===== src/rtl/pwm_pair_pkg.sv =====
package pwm_pair_pkg;

    localparam int PWM_TAP_W = 3;
    localparam int PWM_DIV_W = 1 << PWM_TAP_W;

    // control word layout (addr 0)
    localparam int CTL_EDGE_LSB = 0;
    localparam int CTL_TAP_LSB  = CTL_EDGE_LSB + 2;
    localparam int CTL_CLR_LSB  = CTL_TAP_LSB + PWM_TAP_W;
    localparam int CTL_MODE_BIT = CTL_CLR_LSB + 2;
    localparam int CTL_INIT_BIT = CTL_MODE_BIT + 1;
    localparam int CTL_LVLA_BIT = CTL_INIT_BIT + 1;
    localparam int CTL_LVLB_BIT = CTL_LVLA_BIT + 1;
    localparam int CTL_USED_W   = CTL_LVLB_BIT + 1;

    localparam logic [1:0] ADDR_CTRL = 2'd0;
    localparam logic [1:0] ADDR_RUN  = 2'd1;
    localparam logic [1:0] ADDR_CMPA = 2'd2;
    localparam logic [1:0] ADDR_CMPB = 2'd3;

    typedef enum logic [1:0] {
        EDG_RISE  = 2'd0,
        EDG_FALL  = 2'd1,
        EDG_BOTH  = 2'd2,
        EDG_BOTH2 = 2'd3
    } edge_e;

    typedef enum logic [1:0] {
        CLR_FREE  = 2'd0,
        CLR_A     = 2'd1,
        CLR_B     = 2'd2,
        CLR_FREE2 = 2'd3
    } clr_e;

    typedef enum logic [1:0] {
        ST_OFF   = 2'd0,
        ST_ARMED = 2'd1,
        ST_RUN   = 2'd2,
        ST_HOLD  = 2'd3
    } pwm_state_e;

    typedef struct packed {
        edge_e                 edge_sel;
        logic [PWM_TAP_W-1:0]  tap;
        clr_e                  clr;
        logic                  mode;
        logic                  init_lvl;
        logic                  lvl_a;
        logic                  lvl_b;
    } pwm_cfg_t;

endpackage


===== src/rtl/pwm_cfg_regs.sv =====
module pwm_cfg_regs
    import pwm_pair_pkg::*;
#(
    parameter int CNT_W = 16
) (
    input  logic             clk,
    input  logic             rst_n,
    input  logic             we,
    input  logic [1:0]       addr,
    input  logic [CNT_W-1:0] wdata,
    input  logic             running,
    input  logic             xfer,
    output pwm_cfg_t         cfg,
    output logic             start,
    output logic [CNT_W-1:0] cmp_a,
    output logic [CNT_W-1:0] cmp_b
);

    pwm_cfg_t         cfg_q;
    logic             start_q;
    logic [CNT_W-1:0] shd_a_q, shd_b_q, act_a_q, act_b_q;
    logic             wr_ctrl, wr_run, wr_a, wr_b;

    assign wr_ctrl = we && (addr == ADDR_CTRL);
    assign wr_run  = we && (addr == ADDR_RUN);
    assign wr_a    = we && (addr == ADDR_CMPA);
    assign wr_b    = we && (addr == ADDR_CMPB);

    always_ff @(posedge clk or negedge rst_n) begin
        if (!rst_n) begin
            cfg_q   <= '0;
            start_q <= 1'b0;
        end else begin
            if (wr_ctrl) begin
                cfg_q.edge_sel <= edge_e'(wdata[CTL_EDGE_LSB +: 2]);
                cfg_q.tap      <= wdata[CTL_TAP_LSB +: PWM_TAP_W];
                cfg_q.clr      <= clr_e'(wdata[CTL_CLR_LSB +: 2]);
                cfg_q.mode     <= wdata[CTL_MODE_BIT];
                cfg_q.init_lvl <= wdata[CTL_INIT_BIT];
                cfg_q.lvl_a    <= wdata[CTL_LVLA_BIT];
                cfg_q.lvl_b    <= wdata[CTL_LVLB_BIT];
            end
            if (wr_run) start_q <= wdata[0];
        end
    end

    // shadow buffers always take the write; active copies follow at once
    // when idle, or at the transfer point while running
    always_ff @(posedge clk or negedge rst_n) begin
        if (!rst_n) begin
            shd_a_q <= '0;
            shd_b_q <= '0;
            act_a_q <= '0;
            act_b_q <= '0;
        end else begin
            if (wr_a) shd_a_q <= wdata;
            if (wr_b) shd_b_q <= wdata;
            if (!running && wr_a)  act_a_q <= wdata;
            else if (xfer)         act_a_q <= shd_a_q;
            if (!running && wr_b)  act_b_q <= wdata;
            else if (xfer)         act_b_q <= shd_b_q;
        end
    end

    assign cfg   = cfg_q;
    assign start = start_q;
    assign cmp_a = act_a_q;
    assign cmp_b = act_b_q;

    // active compare values only move at a transfer while running
    a_r9_act_a_stable: assert property (@(posedge clk) disable iff (!rst_n)
        (running && !xfer) |=> $stable(act_a_q));
    a_r9_act_b_stable: assert property (@(posedge clk) disable iff (!rst_n)
        (running && !xfer) |=> $stable(act_b_q));

endmodule


===== src/rtl/pwm_tick_gen.sv =====
module pwm_tick_gen
    import pwm_pair_pkg::*;
(
    input  logic                 clk,
    input  logic                 rst_n,
    input  logic [PWM_TAP_W-1:0] tap,
    input  edge_e                edge_sel,
    output logic                 tick
);

    logic [PWM_DIV_W-1:0] div_q;
    logic                 tap_cur, tap_d_q, rise, fall;

    always_ff @(posedge clk or negedge rst_n) begin
        if (!rst_n) begin
            div_q   <= '0;
            tap_d_q <= 1'b0;
        end else begin
            div_q   <= div_q + PWM_DIV_W'(1);
            tap_d_q <= tap_cur;
        end
    end

    assign tap_cur = div_q[tap];
    assign rise    = tap_cur && !tap_d_q;
    assign fall    = !tap_cur && tap_d_q;

    always_comb begin
        unique case (edge_sel)
            EDG_RISE:            tick = rise;
            EDG_FALL:            tick = fall;
            EDG_BOTH, EDG_BOTH2: tick = rise || fall;
        endcase
    end

    // single-edge ticks are never on consecutive clocks for a fixed tap
    a_r4_rise_spaced: assert property (@(posedge clk) disable iff (!rst_n)
        (edge_sel == EDG_RISE && tick) |=> !(tick && $stable(tap)));
    a_r4_fall_spaced: assert property (@(posedge clk) disable iff (!rst_n)
        (edge_sel == EDG_FALL && tick) |=> !(tick && $stable(tap)));

endmodule


===== src/rtl/pwm_counter.sv =====
module pwm_counter
    import pwm_pair_pkg::*;
#(
    parameter int CNT_W = 16
) (
    input  logic             clk,
    input  logic             rst_n,
    input  logic             en,
    input  logic             zero,
    input  clr_e             clr,
    input  logic [CNT_W-1:0] cmp_a,
    input  logic [CNT_W-1:0] cmp_b,
    output logic             hit_a,
    output logic             hit_b,
    output logic             xfer
);

    localparam logic [CNT_W-1:0] CNT_MAX = '1;

    logic [CNT_W-1:0] cnt_q;
    logic             per_hit, wrap, free_run;

    assign free_run = (clr == CLR_FREE) || (clr == CLR_FREE2);
    assign hit_a    = en && (cnt_q == cmp_a);
    assign hit_b    = en && (cnt_q == cmp_b);
    assign per_hit  = ((clr == CLR_A) && hit_a) || ((clr == CLR_B) && hit_b);
    assign wrap     = en && free_run && (cnt_q == CNT_MAX);
    assign xfer     = per_hit || wrap;

    always_ff @(posedge clk or negedge rst_n) begin
        if (!rst_n)       cnt_q <= '0;
        else if (zero)    cnt_q <= '0;
        else if (per_hit) cnt_q <= '0;
        else if (en)      cnt_q <= cnt_q + CNT_W'(1);
    end

    // a period match returns the counter to zero
    a_r3_period_clear: assert property (@(posedge clk) disable iff (!rst_n)
        per_hit |=> (cnt_q == '0));
    // without a tick the counter holds
    a_r7_cnt_frozen: assert property (@(posedge clk) disable iff (!rst_n)
        (!en && !zero) |=> $stable(cnt_q));
    // leaving PWM mode zeroes the counter
    a_r7_cnt_zeroed: assert property (@(posedge clk) disable iff (!rst_n)
        zero |=> (cnt_q == '0));

endmodule


===== src/rtl/pwm_out_fsm.sv =====
module pwm_out_fsm
    import pwm_pair_pkg::*;
(
    input  logic       clk,
    input  logic       rst_n,
    input  logic       mode,
    input  logic       start,
    input  logic       init_lvl,
    input  logic       lvl_a,
    input  logic       lvl_b,
    input  clr_e       clr,
    input  logic       hit_a,
    input  logic       hit_b,
    output pwm_state_e state,
    output logic       pwm_out
);

    pwm_state_e state_q, state_d;
    logic       out_q;

    // state register
    always_ff @(posedge clk or negedge rst_n) begin
        if (!rst_n) state_q <= ST_OFF;
        else        state_q <= state_d;
    end

    // next state
    always_comb begin
        state_d = state_q;
        if (!mode) begin
            state_d = ST_OFF;
        end else begin
            unique case (state_q)
                ST_OFF:   state_d = ST_ARMED;
                ST_ARMED: if (start)  state_d = ST_RUN;
                ST_RUN:   if (!start) state_d = ST_HOLD;
                ST_HOLD:  if (start)  state_d = ST_RUN;
            endcase
        end
    end

    // output level
    always_ff @(posedge clk or negedge rst_n) begin
        if (!rst_n) begin
            out_q <= 1'b0;
        end else if (!mode) begin
            out_q <= init_lvl;
        end else begin
            unique case (state_q)
                ST_OFF, ST_ARMED: out_q <= init_lvl;
                ST_HOLD: if (start) out_q <= init_lvl;
                ST_RUN: begin
                    if (clr == CLR_B) begin
                        if (hit_b)      out_q <= lvl_b;
                        else if (hit_a) out_q <= lvl_a;
                    end else begin
                        if (hit_a)      out_q <= lvl_a;
                        else if (hit_b) out_q <= lvl_b;
                    end
                end
            endcase
        end
    end

    assign state   = state_q;
    assign pwm_out = out_q;

    // restart from HOLD reloads the initial level
    a_r6_restart_init: assert property (@(posedge clk) disable iff (!rst_n)
        (state_q == ST_HOLD && mode && start) |=> (out_q == $past(init_lvl)));
    // output frozen while halted
    a_r7_hold_level: assert property (@(posedge clk) disable iff (!rst_n)
        (state_q == ST_HOLD && mode && !start) |=> $stable(out_q));
    // simultaneous matches with A as period source give A's level
    a_r8_period_wins: assert property (@(posedge clk) disable iff (!rst_n)
        (state_q == ST_RUN && mode && clr == CLR_A && hit_a && hit_b)
        |=> (out_q == $past(lvl_a)));
    // no tick, no level change while running
    a_r5_no_hit_stable: assert property (@(posedge clk) disable iff (!rst_n)
        (state_q == ST_RUN && mode && !hit_a && !hit_b) |=> $stable(out_q));

endmodule


===== src/rtl/pwm_pair_timer.sv =====
module pwm_pair_timer
    import pwm_pair_pkg::*;
#(
    parameter int CNT_W = 16
) (
    input  logic             clk,
    input  logic             rst_n,
    input  logic             cfg_we,
    input  logic [1:0]       cfg_addr,
    input  logic [CNT_W-1:0] cfg_wdata,
    output logic             pwm_out
);

    pwm_cfg_t         cfg;
    logic             start, tick, en, hit_a, hit_b, xfer, running;
    logic [CNT_W-1:0] cmp_a, cmp_b;
    pwm_state_e       state;

    assign running = (state == ST_RUN);
    assign en      = tick && running;

    pwm_cfg_regs #(.CNT_W(CNT_W)) u_regs (
        .clk(clk), .rst_n(rst_n), .we(cfg_we), .addr(cfg_addr),
        .wdata(cfg_wdata), .running(running), .xfer(xfer),
        .cfg(cfg), .start(start), .cmp_a(cmp_a), .cmp_b(cmp_b)
    );

    pwm_tick_gen u_tick (
        .clk(clk), .rst_n(rst_n), .tap(cfg.tap),
        .edge_sel(cfg.edge_sel), .tick(tick)
    );

    pwm_counter #(.CNT_W(CNT_W)) u_cnt (
        .clk(clk), .rst_n(rst_n), .en(en), .zero(state == ST_OFF),
        .clr(cfg.clr), .cmp_a(cmp_a), .cmp_b(cmp_b),
        .hit_a(hit_a), .hit_b(hit_b), .xfer(xfer)
    );

    pwm_out_fsm u_fsm (
        .clk(clk), .rst_n(rst_n), .mode(cfg.mode), .start(start),
        .init_lvl(cfg.init_lvl), .lvl_a(cfg.lvl_a), .lvl_b(cfg.lvl_b),
        .clr(cfg.clr), .hit_a(hit_a), .hit_b(hit_b),
        .state(state), .pwm_out(pwm_out)
    );

    // the control word must fit in the data width
    initial begin
        a_r1_width_fits: assert (CNT_W >= CTL_USED_W);
    end

endmodule


===== config.mk =====
export PLATFORM = sky130hd
export DESIGN_NAME = pwm_pair_timer
export DESIGN_NICKNAME = d
export VERILOG_FILES = /design/src/rtl/pwm_pair_pkg.sv /design/src/rtl/pwm_cfg_regs.sv /design/src/rtl/pwm_tick_gen.sv /design/src/rtl/pwm_counter.sv /design/src/rtl/pwm_out_fsm.sv /design/src/rtl/pwm_pair_timer.sv
export SDC_FILE = /design/constraint.sdc
export NUM_CORES = 1
export LEC_CHECK = 0
export CORE_MARGIN = 1.5
export CORE_UTILIZATION = 35
export CTS_CLUSTER_SIZE = 12
export DETAILED_ROUTE_END_ITERATION = 6
export GPL_ROUTABILITY_DRIVEN = 0
export PLACE_DENSITY_LB_ADDON = 0.25
export SLEW_MARGIN = 5
export SYNTH_ARGS = -nofsm -noshare
export SYNTH_HDL_FRONTEND = slang
export SYNTH_SLANG_ARGS = --single-unit

===== constraint.sdc =====
create_clock -name clk -period 3.65 [get_ports clk]
set_input_delay 1.095 -clock clk [delete_from_list [all_inputs] [get_ports clk]]
set_output_delay 1.095 -clock clk [all_outputs]
set_load 0.005 [all_outputs]

### After elaboration in Yosys (flattened, before gate mapping)

Cells that the tools add are included.

| storage, ports and cells | value |
|---|---|
| output and inout port bits | 1 |
| register bits | 104 |
| word-level logic and storage cells | 95 |
| input bits | 21 |

| cells by class | value |
|---|---|
| multiplexer cells | 22 |
| reduce and logical (&&, ||, !) cells | 34 |
| add/sub/neg operators | 2 |
| equal/unequal tests | 19 |
| order comparisons | 1 |

Operators with widths:

| operator | number |
|---|---|
| 2-to-1 mux 16 bit | 7 |
| equality test 16 bit | 2 |
| adder 16 x 1 -> 16 bit (second input constant) | 1 |
| equality test 16 bit (second input constant) | 1 |
| equality test 2 bit (second input constant) | 8 |
| logical AND 1 bit | 15 |
| inequality test 3 bit (second input constant) | 3 |
| adder 8 x 1 -> 8 bit (second input constant) | 1 |
| equality test 2 x 1 -> 1 bit (second input constant) | 4 |
| logical NOT 2 bit | 4 |
| 2-to-1 mux 1 bit | 8 |
| 2-to-1 mux 2 bit | 3 |
| one-hot mux 1 bit (3 select lines) | 2 |
| one-hot mux 2 bit (3 select lines) | 1 |
| OR reduction 2 bit | 3 |
| logical OR 1 bit | 4 |
| < comparator 3 x 4 -> 1 bit (second input constant) | 1 |
| inequality test 4 x 2 -> 1 bit (second input constant) | 1 |
| AND reduction 2 bit | 2 |
| nonzero test 2 bit | 2 |
| binary-select mux 1 bit (select 3 bit) | 1 |
| logical NOT 1 bit | 3 |
| nonzero test 3 bit | 1 |

### Logic depth before layout (Yosys ltp)

| depth | value |
|---|---|
| word-level depth | 13 |
| mapped depth | 12 |
| depth with buffers taken out | 10 |

### Modules after synthesis

Synthesis repeated with hierarchy kept, for this count alone.

| unflattened totals | value |
|---|---|
| cell total of the unflattened synthesis | 428 |
| area total of the unflattened synthesis | 5385.2 sq um |

Modules (own cells, without submodules):

| module | area an instance (sq um) | sequential area each (sq um) | instances | cells an instance |
|---|---|---|---|---|
| pwm_cfg_regs | 3339.5 | 1901.8 | 1 | 202 |
| pwm_counter | 1393.8 | 400.4 | 1 | 166 |
| pwm_tick_gen | 450.4 | 225.2 | 1 | 36 |
| pwm_out_fsm | 178.9 | 75.1 | 1 | 21 |
| pwm_pair_timer | 22.5 | 0.0 | 1 | 3 |

### Least setup slack after synthesis

Ideal clock, no wire load.

| timing | value |
|---|---|
| path kind | register to register |
| start point | register u_regs.cfg[6] (netlist name) |
| end point | register u_regs.act_a_q[0], in the netlist u_regs.cmp_a[0] |
| arrival | 2.745 ns |
| library setup time | 0.124 ns |
| stages on the path, launching flop included | 13 |
| period minus slack after synthesis | 2.869 ns |
| path slack | 0.781 ns |
| path buffers | 2 |
| required time | 3.526 ns |
| path through | dfrtp_1 -> mux4_2 -> mux2i_1 -> inv_1 -> ha_1 -> mux2_2 -> o211a_1 -> buf_2 -> and2_1 -> o2bb2ai_2 -> buf_4 -> mux2i_1 -> a211o_1 |

| between the ends | value |
|---|---|
| word-level cells in the longest chain between the ends | 12 |
| elaborated cells on any way between the ends | 17 |
| those cells by class | mux: 3; reduce/logical: 14 |

Ends and longest elaborated chain:

| item | line | RTL |
|---|---|---|
| binary-select mux 1 bit (select 3 bit) * | pwm_tick_gen.sv:24 | `assign tap_cur = div_q[tap];` |
| 2-to-1 mux 1 bit (implied by the code) * | pwm_tick_gen.sv:24 |  |
| named net u_tick.tap_cur | pwm_tick_gen.sv:12 | `logic tap_cur, tap_d_q, rise, fall;` |
| logical NOT 1 bit | pwm_tick_gen.sv:26 | `assign fall = !tap_cur && tap_d_q;` |
| logical AND 1 bit | pwm_tick_gen.sv:26 |  |
| logical OR 1 bit | pwm_tick_gen.sv:32 | `EDG_BOTH, EDG_BOTH2: tick = rise \|\| fall;` |
| one-hot mux 1 bit (3 select lines) * | pwm_tick_gen.sv:29 | `unique case (edge_sel)` |
| logical AND 1 bit * | pwm_pair_timer.sv:20 | `assign en = tick && running;` |
| logical AND 1 bit (on tied branches) | pwm_counter.sv:24, pwm_counter.sv:25 |  |
| logical AND 1 bit | pwm_counter.sv:26 | `assign per_hit = ((clr == CLR_A) && hit_a) \|\| ((clr == CLR_B) && hit_b);` |
| logical OR 1 bit | pwm_counter.sv:26 |  |
| logical OR 1 bit * | pwm_counter.sv:28 | `assign xfer = per_hit \|\| wrap;` |
| nonzero test 2 bit (no line) * | - |  |
| end signal, assigned | pwm_cfg_regs.sv:58 | `if (!running && wr_a) act_a_q <= wdata;` |
| end signal, assigned | pwm_cfg_regs.sv:59 | `else if (xfer) act_a_q <= shd_a_q;` |
| end, declared | pwm_cfg_regs.sv:21 | `logic [CNT_W-1:0] shd_a_q, shd_b_q, act_a_q, act_b_q;` |

The timed path passes the listed nets; every way through them passes the cells marked *. The select of a mux whose other input is x is not followed.
A chain may end at the register's enable or synchronous reset.

### Final worst setup path

| timing | value |
|---|---|
| start point | register u_regs.cfg[6] (netlist name) |
| end point | register u_regs.act_b_q[8], in the netlist u_regs.cmp_b[8] |

| between the ends | value |
|---|---|
| word-level cells in the longest chain between the ends | 12 |
| elaborated cells on any way between the ends | 17 |
| those cells by class | mux: 3; reduce/logical: 14 |

Ends and longest elaborated chain:

| item | line | RTL |
|---|---|---|
| binary-select mux 1 bit (select 3 bit) * | pwm_tick_gen.sv:24 |  |
| 2-to-1 mux 1 bit (implied by the code) * | pwm_tick_gen.sv:24 |  |
| named net u_tick.tap_cur | pwm_tick_gen.sv:12 |  |
| logical NOT 1 bit | pwm_tick_gen.sv:26 |  |
| logical AND 1 bit | pwm_tick_gen.sv:26 |  |
| logical OR 1 bit | pwm_tick_gen.sv:32 |  |
| one-hot mux 1 bit (3 select lines) * | pwm_tick_gen.sv:29 |  |
| logical AND 1 bit * | pwm_pair_timer.sv:20 |  |
| logical AND 1 bit (on tied branches) | pwm_counter.sv:24, pwm_counter.sv:25 |  |
| logical AND 1 bit | pwm_counter.sv:26 |  |
| logical OR 1 bit | pwm_counter.sv:26 |  |
| logical OR 1 bit * | pwm_counter.sv:28 |  |
| nonzero test 2 bit (no line) * | - |  |
| end signal, assigned | pwm_cfg_regs.sv:60 | `if (!running && wr_b) act_b_q <= wdata;` |
| end signal, assigned | pwm_cfg_regs.sv:61 | `else if (xfer) act_b_q <= shd_b_q;` |
| end, declared | pwm_cfg_regs.sv:21 |  |

Marks and branches as above.

==> results.md <==
* PD cells at ~500 nW/um^2
* Vias at approximately 3900
* Critical path endpoint category: flip-flop
* DRT Wirelength at 13.1 mm
* Global route total overflow at 0
* Antenna violation net count after detailed routing at 0
* First-pass GRT wire length at 21.7 mm
* Sw frac at 0.286
* Die Y at ~130 um
* I/O pin count at 22
* RSZ-0062 raised after global routing: no
* Dpl hpwl at 8.82 mm
* Worst Hold Class: reg2reg
* Post-synth EDFFs at 0
* Setup slack, reg-to-reg at 530 ps
* Total leakage power at between 2 and 3 nW
* Reg-to-reg endpoint: u_regs.cmp_b[8]
* Core area at about 16000 um^2
* Startpoint Class: flip-flop
* Crit Path Category: reg2reg
* Die ar. at 17100 um^2
* Max Cap Viol at 0
* Area Growth Syn to Fin at 12.5%
* Post-cts sizing count at 0
* Die W at 131 um
* Part of the power in registers at 0.461
* Initial DRC count at 137
* Clock group share of total power at 0.341
* Syn_nets at 557
* Comb power frac at 0.198
* Hold Buf Count CTS at 0
* Drt drc at 0
* Run status: finished, final reports clean
* Pin count of the biggest net entering global routing at 65
* Initial antenna violation count at 0
* Tot GR Track Use at 0.168
* Placed cells at approximately 740
* Switch Pwr at 927 uW
* TritonRoute pass-1 iters at 4
* CTS sink cnt at between 100 and 150
* Internal at roughly 2.3 mW
* Final total power at 3.24 mW
* Ys async rst share at 1.00
* IO buf count at 21
* Minimum clock period at 3120 ps
* Min-delay src: u_tick.div_q[7]
* Hold Vio Cnt, Final at 0
* Num CTS Buffers at 9
* Seq/Total Area, Yosys at 0.456
* Setup crit start: u_regs.cfg[6]
* CP Data Arrival Time at between 3000 and 4000 ps
* CP Max Fanout at 32
* Hold Path End: u_tick.div_q[7]
* Commonest non-fill, non-tap cell in the layout: dfrtp_1
* Nets at ~560
* Clock Skews at 8.56 ps
* Final Max Tran Viols at 0
* Htree depth at 3
* Ant. Diodes at 0
* CTS tree: done
* Fin cells at 753
* Library cells used by synthesis at 48
* Final setup viols at 0
* Initial Util at 0.359
* R2R Path Start: u_regs.cfg[6]
* Clock tree buffer depth at 2
* Max Fclk at 321 MHz
* Final Cycle Share at 0.854
* Top FF cell, synth: dfrtp_1
* CTS root buf: clkbuf_16
* Clock transition at path regs at 70 ps
* Slew HR at 0.432
* Register bit total from synthesis at 104
* Hold-critical path depth at 1
* Synth Warn # at 0
* Setup TNS at 0 ps
* Core Rows at 46
* Cell Area, Synth at 5710 um^2
* Required time worst endpoint at 3890 ps
* Share of layout cells above drive strength 1 at 0.207
* Maximum VDD drop at 210 uV
* Most frequent cells in the layout: dfrtp_1, nor2_1, nand2_1, mux2_2, mux2i_1
* Reg2reg path depth at 11
* Cells after synthesis at 530
* Post-CTS Setup Bufs at 0
* WL per Instance at 17.4 um
* Via/cell ratio at roughly 5.2
* Vias in the first global route at 4072
* Avg Inst Size Synth at approximately 11 um^2
* Clock latency on the worst-skew pair at around 360 ps
* Worst-Margin Slew at 852 ps
==> worst max-delay path by stage <==
| stage | end | slack, ps | cells past startpoint |
|---|---|---|---|
| 6_report | u_regs.cmp_b[8] | 530 | 11 |
| 5_1_grt | u_regs.cmp_b[4] | 340 | 11 |
| 4_1_cts | u_regs.cmp_a[11] | 520 | 11 |
| 3_5_place_dp | u_regs.cmp_a[15] | 540 | 6 |
| 3_3_place_gp | u_regs.cmp_a[1] | 580 | 6 |
| 2_1_floorplan | u_regs.cmp_a[0] | 780 | 12 |
==> cell type report <==
class / instances / area (um^2)
clock buffer: 11 / 253
sequential: 104 / 2600
fill: 1541 / 9460
clock inverter: 5 / 86.3
multi-input combinational: 379 / 2870
tap: 216 / 270
inverter: 8 / 30.0
timing repair buffer: 30 / 313
==> cell usage after synthesis, types with 5 or more instances <==
cell type | count | area (um^2)
nand3_2 | 28 | 280
nor2_1 | 55 | 206
buf_4 | 8 | 60.1
clkbuf_1 | 17 | 63.8
mux2i_1 | 35 | 350
a211o_1 | 32 | 280
nand3_1 | 14 | 70.1
buf_2 | 7 | 35.0
and3_1 | 5 | 31.3
inv_1 | 8 | 30.0
nand2_1 | 49 | 184
ha_1 | 6 | 75.1
mux2_2 | 43 | 484
nand4_1 | 12 | 75.1
xnor2_1 | 24 | 210
xor2_1 | 23 | 201
dfrtp_1 | 104 | 2600
o21ai_0 | 6 | 30.0
==> state kept, by name, indices dropped and copies added (netlist names) <==
register        flops
u_regs.cmp_a       16
u_regs.shd_a_q     16
u_tick.tap_d_q      1
u_cnt.cnt_q        16
u_regs.shd_b_q     16
u_regs.start        1
u_fsm.pwm_out       1
u_tick.div_q        8
u_regs.cmp_b       16
u_regs.cfg         11
u_fsm.state         2
==> cells by family after synthesis <==
logic type      Yosys count  share of synthesized area
flops                   104                      0.456
compound gates           55                     0.0769
mux                      80                      0.154
fa+ha+maj                 6                     0.0131
simple gates            191                      0.183
xor+xnor                 47                     0.0721
buf+inv                  47                     0.0447
==> critical path: stages, from the launching register on <==
cell,delay (ps)
dfrtp_1,390
mux4_2,500
mux2i_1,220
inv_1,90
ha_1,180
mux2_2,270
o211a_1,340
and2_1,240
o2bb2ai_4,130
buf_12,200
mux2i_1,150
a211o_1,270
==> power by group through the flow <==
stage | Combinational [mW] | Sequential [mW] | Clock, mW
6_report | 0.640 | 1.50 | 1.11
5_1_grt | 0.718 | 1.52 | 1.18
4_1_cts | 0.652 | 1.50 | 1.13
3_5_place_dp | 0.649 | 1.52 | 0
3_3_place_gp | 0.624 | 1.52 | 0
2_1_floorplan | 0.484 | 1.47 | 0
==> per-stage QoR <==
step / setup slack (ps) / area [um^2] / hold slack, ps / utilization
2_1_floorplan: 781 / 5710 / 440 / -
3_3_place_gp: 580 / 6090 / 478 / 0.383
3_5_place_dp: 541 / 6090 / 459 / 0.383
4_1_cts: 517 / 6420 / 475 / 0.404
5_1_grt: 336 / 6420 / 500 / 0.404
6_report: 534 / 6420 / 475 / 0.404
==> routing by layer <==
layer  GRT usage  up-vias  wire [um]
met1       0.221     1987       6170
met3      0.0240       21        294
li1            -     1861          -
met2       0.280       63       6380
met4      0.0698        0        272
met5           0        -          0
No activity file was read; power rests on OpenSTA's default activity.
